<file path="src/rtl/coremod_pkg.sv">
package coremod_pkg;

  localparam logic [31:0] ID_WORD     = 32'h411A3001;
  localparam logic [31:0] STATUS_WORD = 32'h00100000;
  localparam logic [31:0] OSC_RESET   = 32'h01000048;
  localparam logic [31:0] AUX_RESET   = 32'h0007FEFF;
  localparam logic [31:0] INIT_RESET  = 32'h00000112;
  localparam logic [31:0] SDRAM_BASE  = 32'h00011122;
  localparam int          NUM_CHAN    = 2;   // 0 = IRQ, 1 = FIQ

  // word indices
  localparam int unsigned W_ID      = 0;
  localparam int unsigned W_PROC    = 1;
  localparam int unsigned W_OSC     = 2;
  localparam int unsigned W_CTRL    = 3;
  localparam int unsigned W_STAT    = 4;
  localparam int unsigned W_LOCK    = 5;
  localparam int unsigned W_AUX     = 7;
  localparam int unsigned W_SDRAM   = 8;
  localparam int unsigned W_INIT    = 9;
  localparam int unsigned W_FLGSET  = 12;
  localparam int unsigned W_FLGCLR  = 13;
  localparam int unsigned W_NVSET   = 14;
  localparam int unsigned W_NVCLR   = 15;
  localparam int unsigned W_IMASK   = 16;
  localparam int unsigned W_IRAW    = 17;
  localparam int unsigned W_IENSET  = 18;
  localparam int unsigned W_IENCLR  = 19;
  localparam int unsigned W_SOFTSET = 20;
  localparam int unsigned W_SOFTCLR = 21;
  localparam int unsigned W_FMASK   = 24;
  localparam int unsigned W_FRAW    = 25;
  localparam int unsigned W_FENSET  = 26;
  localparam int unsigned W_FENCLR  = 27;
  localparam int unsigned W_VOLT0   = 32;
  localparam int unsigned W_VOLT3   = 35;

  typedef enum logic [3:0] {
    RS_ZERO, RS_ID, RS_OSC, RS_CTRL, RS_STAT, RS_LOCK, RS_AUX,
    RS_SDRAM, RS_INIT, RS_FLAG, RS_MASK, RS_RAW, RS_EN, RS_SOFT
  } rdSel_e;

  typedef struct packed {
    logic                wrOsc;
    logic                wrAux;
    logic                wrCtrl;
    logic                wrLock;
    logic                wrSdram;
    logic                wrInit;
    logic [NUM_CHAN-1:0] setFlag;   // 0 = general, 1 = non-volatile
    logic [NUM_CHAN-1:0] clrFlag;
    logic [NUM_CHAN-1:0] setEn;     // 0 = IRQ, 1 = FIQ
    logic [NUM_CHAN-1:0] clrEn;
    logic                setSoft;
    logic                clrSoft;
    logic                rdEn;
    rdSel_e              rdSel;
    logic                rdIdx;     // which flag/channel a read picks
  } cmStrobe_t;

  function automatic logic [31:0] sdramSizeCode(input int mb);
    if (mb >= 256)      return 32'h10;
    else if (mb >= 128) return 32'h0C;
    else if (mb >= 64)  return 32'h08;
    else if (mb >= 32)  return 32'h04;
    else                return 32'h00;
  endfunction

endpackage

</file>
<file path="src/rtl/coremod_decode.sv">
module coremod_decode
  import coremod_pkg::*;
#(
  parameter int ADDR_W = 6
) (
  input  logic              clk,
  input  logic              rst,
  input  logic              busValid,
  input  logic              busWrite,
  input  logic [ADDR_W-1:0] busAddr,
  input  logic              unlocked,
  output cmStrobe_t         stb,
  output logic              busErr
);

  int unsigned wordIdx;
  logic        legal;

  assign wordIdx = 32'(busAddr);

  always_comb begin
    stb       = '0;
    stb.rdSel = RS_ZERO;
    legal     = 1'b0;
    if (busValid && busWrite) begin
      legal = 1'b1;
      case (wordIdx)
        W_OSC:     stb.wrOsc      = unlocked;
        W_CTRL:    stb.wrCtrl     = 1'b1;
        W_LOCK:    stb.wrLock     = 1'b1;
        W_AUX:     stb.wrAux      = unlocked;
        W_SDRAM:   stb.wrSdram    = 1'b1;
        W_INIT:    stb.wrInit     = 1'b1;
        W_FLGSET:  stb.setFlag[0] = 1'b1;
        W_FLGCLR:  stb.clrFlag[0] = 1'b1;
        W_NVSET:   stb.setFlag[1] = 1'b1;
        W_NVCLR:   stb.clrFlag[1] = 1'b1;
        W_IENSET:  stb.setEn[0]   = 1'b1;
        W_IENCLR:  stb.clrEn[0]   = 1'b1;
        W_FENSET:  stb.setEn[1]   = 1'b1;
        W_FENCLR:  stb.clrEn[1]   = 1'b1;
        W_SOFTSET: stb.setSoft    = 1'b1;
        W_SOFTCLR: stb.clrSoft    = 1'b1;
        default:   legal = (wordIdx >= W_VOLT0) && (wordIdx <= W_VOLT3);
      endcase
    end else if (busValid) begin
      stb.rdEn = 1'b1;
      legal    = 1'b1;
      case (wordIdx)
        W_ID:      stb.rdSel = RS_ID;
        W_PROC:    stb.rdSel = RS_ZERO;
        W_OSC:     stb.rdSel = RS_OSC;
        W_CTRL:    stb.rdSel = RS_CTRL;
        W_STAT:    stb.rdSel = RS_STAT;
        W_LOCK:    stb.rdSel = RS_LOCK;
        W_AUX:     stb.rdSel = RS_AUX;
        W_SDRAM:   stb.rdSel = RS_SDRAM;
        W_INIT:    stb.rdSel = RS_INIT;
        W_FLGSET:  stb.rdSel = RS_FLAG;
        W_NVSET:   begin stb.rdSel = RS_FLAG; stb.rdIdx = 1'b1; end
        W_IMASK:   stb.rdSel = RS_MASK;
        W_FMASK:   begin stb.rdSel = RS_MASK; stb.rdIdx = 1'b1; end
        W_IRAW,
        W_FRAW:    stb.rdSel = RS_RAW;
        W_IENSET:  stb.rdSel = RS_EN;
        W_FENSET:  begin stb.rdSel = RS_EN; stb.rdIdx = 1'b1; end
        W_SOFTSET: stb.rdSel = RS_SOFT;
        default:   legal = (wordIdx >= W_VOLT0) && (wordIdx <= W_VOLT3);
      endcase
    end
  end

  always_ff @(posedge clk) begin
    if (rst) busErr <= 1'b0;
    else     busErr <= busValid && !legal;
  end

endmodule

</file>
<file path="src/rtl/coremod_datapath.sv">
module coremod_datapath
  import coremod_pkg::*;
#(
  parameter int          MEM_MB   = 128,
  parameter logic [15:0] LOCK_KEY = 16'hA05F
) (
  input  logic        clk,
  input  logic        rst,
  input  cmStrobe_t   stb,
  input  logic [31:0] wrData,
  output logic        unlocked,
  output logic [31:0] rdData,
  output logic        bootFlashSel,
  output logic        ledOut,
  output logic        boardRstReq,
  output logic        irqOut,
  output logic        fiqOut
);

  localparam logic [31:0] SDRAM_RESET = SDRAM_BASE | sdramSizeCode(MEM_MB);
  localparam logic [31:0] LOCK_OPEN   = {15'b0, 1'b1, LOCK_KEY};

  logic [31:0] oscReg, auxReg, sdramReg, initReg;
  logic [15:0] lockReg;
  logic        ledReg, remapReg, rstPulse, softBit;
  logic [31:0] flagReg [NUM_CHAN];
  logic [31:0] enReg   [NUM_CHAN];
  logic [31:0] rawLevel;
  logic [NUM_CHAN-1:0] lineReg;
  logic [31:0] rdNext;

  assign unlocked = (lockReg == LOCK_KEY);
  assign rawLevel = {31'b0, softBit};

  always_ff @(posedge clk) begin
    if (rst) begin
      oscReg   <= OSC_RESET;
      auxReg   <= AUX_RESET;
      sdramReg <= SDRAM_RESET;
      initReg  <= INIT_RESET;
      lockReg  <= '0;
      ledReg   <= 1'b0;
      remapReg <= 1'b0;
      rstPulse <= 1'b0;
      softBit  <= 1'b0;
    end else begin
      if (stb.wrOsc)   oscReg   <= wrData;
      if (stb.wrAux)   auxReg   <= wrData;
      if (stb.wrSdram) sdramReg <= wrData;
      if (stb.wrInit)  initReg  <= wrData;
      if (stb.wrLock)  lockReg  <= wrData[15:0];
      if (stb.wrCtrl) begin
        ledReg   <= wrData[0];
        remapReg <= wrData[2];
      end
      rstPulse <= stb.wrCtrl && wrData[3];
      if (stb.setSoft && wrData[0])      softBit <= 1'b1;
      else if (stb.clrSoft && wrData[0]) softBit <= 1'b0;
    end
  end

  // flag pairs and interrupt channels share the same set/clear shape
  for (genvar g = 0; g < NUM_CHAN; g++) begin : g_chan
    always_ff @(posedge clk) begin
      if (rst) begin
        flagReg[g] <= '0;
        enReg[g]   <= '0;
        lineReg[g] <= 1'b0;
      end else begin
        if (stb.setFlag[g])      flagReg[g] <= flagReg[g] | wrData;
        else if (stb.clrFlag[g]) flagReg[g] <= flagReg[g] & ~wrData;
        if (stb.setEn[g])        enReg[g]   <= enReg[g] | wrData;
        else if (stb.clrEn[g])   enReg[g]   <= enReg[g] & ~wrData;
        lineReg[g] <= |(rawLevel & enReg[g]);
      end
    end
  end

  always_comb begin
    case (stb.rdSel)
      RS_ID:    rdNext = ID_WORD;
      RS_OSC:   rdNext = oscReg;
      RS_CTRL:  rdNext = {29'b0, remapReg, 1'b0, ledReg};
      RS_STAT:  rdNext = STATUS_WORD;
      RS_LOCK:  rdNext = unlocked ? LOCK_OPEN : {16'b0, lockReg};
      RS_AUX:   rdNext = auxReg;
      RS_SDRAM: rdNext = sdramReg;
      RS_INIT:  rdNext = initReg;
      RS_FLAG:  rdNext = flagReg[stb.rdIdx];
      RS_MASK:  rdNext = rawLevel & enReg[stb.rdIdx];
      RS_RAW:   rdNext = rawLevel;
      RS_EN:    rdNext = enReg[stb.rdIdx];
      RS_SOFT:  rdNext = rawLevel;
      default:  rdNext = '0;
    endcase
  end

  always_ff @(posedge clk) begin
    if (rst)           rdData <= '0;
    else if (stb.rdEn) rdData <= rdNext;
    else               rdData <= '0;
  end

  assign bootFlashSel = ~remapReg;
  assign ledOut       = ledReg;
  assign boardRstReq  = rstPulse;
  assign irqOut       = lineReg[0];
  assign fiqOut       = lineReg[1];

endmodule

</file>
<file path="src/rtl/coremod_regs.sv">
module coremod_regs
  import coremod_pkg::*;
#(
  parameter int          ADDR_W   = 6,
  parameter int          MEM_MB   = 128,
  parameter logic [15:0] LOCK_KEY = 16'hA05F
) (
  input  logic              clk,
  input  logic              rst,
  input  logic              busValid,
  input  logic              busWrite,
  input  logic [ADDR_W-1:0] busAddr,
  input  logic [31:0]       busWdata,
  output logic [31:0]       busRdata,
  output logic              busErr,
  output logic              bootFlashSel,
  output logic              ledOut,
  output logic              boardRstReq,
  output logic              irqOut,
  output logic              fiqOut
);

  cmStrobe_t stb;
  logic      unlocked;

  coremod_decode #(.ADDR_W(ADDR_W)) u_decode (
    .clk      (clk),
    .rst      (rst),
    .busValid (busValid),
    .busWrite (busWrite),
    .busAddr  (busAddr),
    .unlocked (unlocked),
    .stb      (stb),
    .busErr   (busErr)
  );

  coremod_datapath #(.MEM_MB(MEM_MB), .LOCK_KEY(LOCK_KEY)) u_datapath (
    .clk          (clk),
    .rst          (rst),
    .stb          (stb),
    .wrData       (busWdata),
    .unlocked     (unlocked),
    .rdData       (busRdata),
    .bootFlashSel (bootFlashSel),
    .ledOut       (ledOut),
    .boardRstReq  (boardRstReq),
    .irqOut       (irqOut),
    .fiqOut       (fiqOut)
  );

endmodule

</file>
<file path="config.mk">
export PLATFORM = sky130hd
export DESIGN_NAME = coremod_regs
export DESIGN_NICKNAME = d
export VERILOG_FILES = /design/src/rtl/coremod_pkg.sv /design/src/rtl/coremod_decode.sv /design/src/rtl/coremod_datapath.sv /design/src/rtl/coremod_regs.sv
export SDC_FILE = /design/constraint.sdc
export NUM_CORES = 1
export LEC_CHECK = 0
export BUFFER_PORTS_ARGS = -buffer_cell sky130_fd_sc_hd__buf_2
export CAP_MARGIN = 20
export CORE_MARGIN = 2
export CORE_UTILIZATION = 65
export DETAILED_ROUTE_END_ITERATION = 12
export GPL_TIMING_DRIVEN = 0
export PLACE_DENSITY = 0.84
export SYNTH_ARGS = -nofsm -noshare
export SYNTH_HDL_FRONTEND = slang
export SYNTH_HIERARCHICAL = 1
export SYNTH_SLANG_ARGS = --single-unit
</file>
<file path="constraint.sdc">
create_clock -name clk -period 5.16 [get_ports clk]
set_input_delay 0.516 -clock clk [delete_from_list [all_inputs] [get_ports clk]]
set_output_delay 0.516 -clock clk [all_outputs]
set_load 0.05 [all_outputs]
</file>
==> impl_metrics.yaml <==
cts:
  cts_setup_buffers: 0
  cts_max_level: 2
  path_clk_slew_ps: 60
  cts_sinks: 311
  cts_tree: "built"
  clock_path_buffers: 3
  cts_buffers: 34
  root_buffer: "clkbuf_16"
  clk_latency_ps: 520
  holdBufCountCts: 0
  cts_resized: 0
sta:
  slew_violations: 0
  max_freq_ghz: 0.268
  fin_worst_skew_ps: 17.4
  finalSetupViolCount: 0
  holdWs_ps: 241
  rsz0062_at_grt: "no"
  hold_violations: 0
  tightest_slew_ps: 1110
  period_needed_ps: 3720
  relSlewSlack_pct: 25.8
  finalCritPeriodShare_pct: 72.2
  tns_ps: 0
grt:
  antenna_found_initial: 0
  grt_pass1_wl_microns: 72200
  grt_max_degree: 33
  grtUsageTotal_pct: 40.1
  grt_pass1_vias: 12400
  overflow: 0
yosys:
  ys.flop_type: "dfxtp_1"
  synth-edff-count: 128
  ys_async_sr_fraction_pct: 0
  yosysUniqueCellTypes: 70
  syn-mean-instance-area_sq_um: 10.3
  synth-seq-cells: 311
  mappedNetlistArea_sq_um: 14700
  synthesis.instances: 1426
  synth_nets: 1468
  ys_warn_count: 6
  seq_area_frac_synth_pct: 51.0
floorplanning:
  placementRows: 55
  start_util_pct: 65.6
  die_y_microns: 154
  core_area_sq_um: 22400
  ios: 80
  die_area_sq_um: 23900
  die_w_microns: 154
critical_path:
  cp_common_cell: "buf_2"
  worst_ep_arrival_time_ps: 4100
  cp_slowest_stage_delay_ps: 700
  required_ps: 5540
  crit_path_max_fanout: 10
  path_buf_inv: 5
  start_kind: "input port"
  crit_type: "input port to flip-flop"
  slowest_stage: "clkbuf_1"
  path_cells: "buf_2 -> buf_2 -> buf_2 -> nand2_1 -> nor3_1 -> a31oi_1 -> o22a_1 -> nor2_1 -> nand4bb_1 -> clkbuf_1 -> clkbuf_1 -> o22ai_1 -> a21oi_1 -> a21oi_1"
  cp-end-kind: "flip-flop"
  crit_family: "buffers and inverters"
detailed_routing:
  routed_wl_microns: 48600
  drcViolationCount: 0
  vias: 12700
  antenna_left: 0
  drtPass1Iterations: 6
  dr.first_iter.drc_count: 1735
  wl_per_cell_microns: 26.2
  vias_per_cell: 6.84
finish:
  fin_nets: 1585
  diodes: 0
  final_util_pct: 74.2
  synthToLayoutAreaGrowth_pct: 13.1
  drive_above_1_share_pct: 13.7
place:
  numPortBuffers: 78
  dp_hpwl_microns: 32000
  gp_congestion: 0.987
min_path:
  hold_path_class: "input port to flip-flop"
power:
  max-vdd-ir-drop_v: 0.000211
  leakagePower_nw: 6.04
  pwr_density_cell_nw_per_um2: 318
status:
  status: "finished clean"
run:
  cap_violations: 0
## per-layer routing
layer | global-route usage [%] | up-vias | part of all wire, %
met2 | 62.2 | 939 | 44
met4 | 22.5 | 0 | 6.1
li1 | - | 5481 | -
met1 | 52.2 | 6045 | 37
met5 | 0 | - | 0
met3 | 9.39 | 211 | 13
## path summary, 6_finish.rpt
check | to | from | depth (start not counted) | slack [ps]
worst max register to register | u_datapath/auxReg[2] | u_datapath/lockReg[10] | 6 | 1510
worst min-delay path | u_decode/busErr | rst | 2 | 240
worst min register to register | u_datapath/oscReg[16] | u_datapath/oscReg[16] | 2 | 500
worst max-delay path | u_datapath/rdData[28] | busAddr[0] | 14 | 1440
## cells in the final DEF (no fill, tap or decap), drive strengths merged, types with 8 or more instances in the layout
cell type	instances
a22o	17
dfxtp	183
a22oi	24
nor2	278
nand2	25
clkbuf	138
or2	10
a211oi	65
o22ai	25
edfxtp	128
nor2b	41
nor3	10
nand2b	8
a221oi	9
o22a	66
a21oi	48
nor3b	8
mux2	16
a31oi	15
a211o	31
buf	140
mux2i	179
## sequential cells by signal, indices dropped and copies added, names as in the netlist
name,count
u_datapath/ledOut,1
u_datapath/sdramReg,32
u_datapath/auxReg,32
u_datapath/rdData,32
u_decode/busErr,1
u_datapath/oscReg,32
u_datapath/remapReg,1
u_datapath/fiqOut,1
u_datapath/initReg,32
u_datapath/irqOut,1
u_datapath/boardRstReq,1
u_datapath/flagReg,64
u_datapath/softBit,1
u_datapath/lockReg,16
u_datapath/enReg,64
## Yosys cell counts, types with 5 or more instances
cell | number | area share, %
nor3b_1 | 5 | 0.26
dfxtp_1 | 183 | 25
a211o_1 | 31 | 1.8
buf_1 | 10 | 0.26
and3b_1 | 6 | 0.36
nand2b_1 | 7 | 0.30
nand3_1 | 7 | 0.24
a211oi_1 | 65 | 3.3
mux2_2 | 15 | 1.1
a21o_1 | 5 | 0.26
buf_2 | 40 | 1.4
a21oi_1 | 48 | 1.6
nor2_1 | 277 | 7.1
edfxtp_1 | 128 | 26
nor4_1 | 6 | 0.26
clkbuf_1 | 86 | 2.2
or2_0 | 9 | 0.38
mux2i_1 | 179 | 12
a221oi_1 | 9 | 0.54
a22o_1 | 17 | 1.0
o22a_1 | 66 | 3.9
a31oi_1 | 15 | 0.64
nor3_1 | 10 | 0.34
buf_4 | 7 | 0.36
nor2b_1 | 40 | 1.7
or3_1 | 5 | 0.21
o21bai_1 | 5 | 0.26
nand2_1 | 25 | 0.64
a22oi_1 | 24 | 1.2
o22ai_1 | 25 | 1.1
## logic make-up after synthesis
family / share of synthesized area (%)
buffers and inverters: 4.45
muxes: 13.6
AOI/OAI and AO/OA: 17.0
DFF: 51.0
xor gates and xnor gates: 0.238
and+or+nand+nor: 13.8
## power by group
part	switching, mW	internal, mW	leakage, nW
registers	0.0247	2.60	2.80
logic	0.205	0.0775	2.70
clock network	0.984	1.41	0.546
total	1.21	4.09	6.04
## per-stage QoR
stage                     setup WS (ps)  area, sq um  power [mW]  std cells
after detailed placement           1160        15500        2.94       1792
after global routing               1390        16600        5.42       1853
final                              1440        16600        5.30       1853
after global placement             1210        15500        2.93       1789
after CTS                          1660        16600        5.29       1853
after floorplan                    2400        14700        2.83       1426
## layout make-up
| type | count | area, sq um |
|---|---|---|
| flip-flops and latches | 311 | 7510 |
| fillers | 1611 | 5790 |
| repair buffers | 81 | 458 |
| inverters | 5 | 18.8 |
| clock buffers | 52 | 1050 |
| clock inverters | 9 | 53.8 |
| well taps | 285 | 357 |
| plain buffers | 145 | 636 |
| multi-input cells | 965 | 6560 |
(Power assumes the default switching activity.)
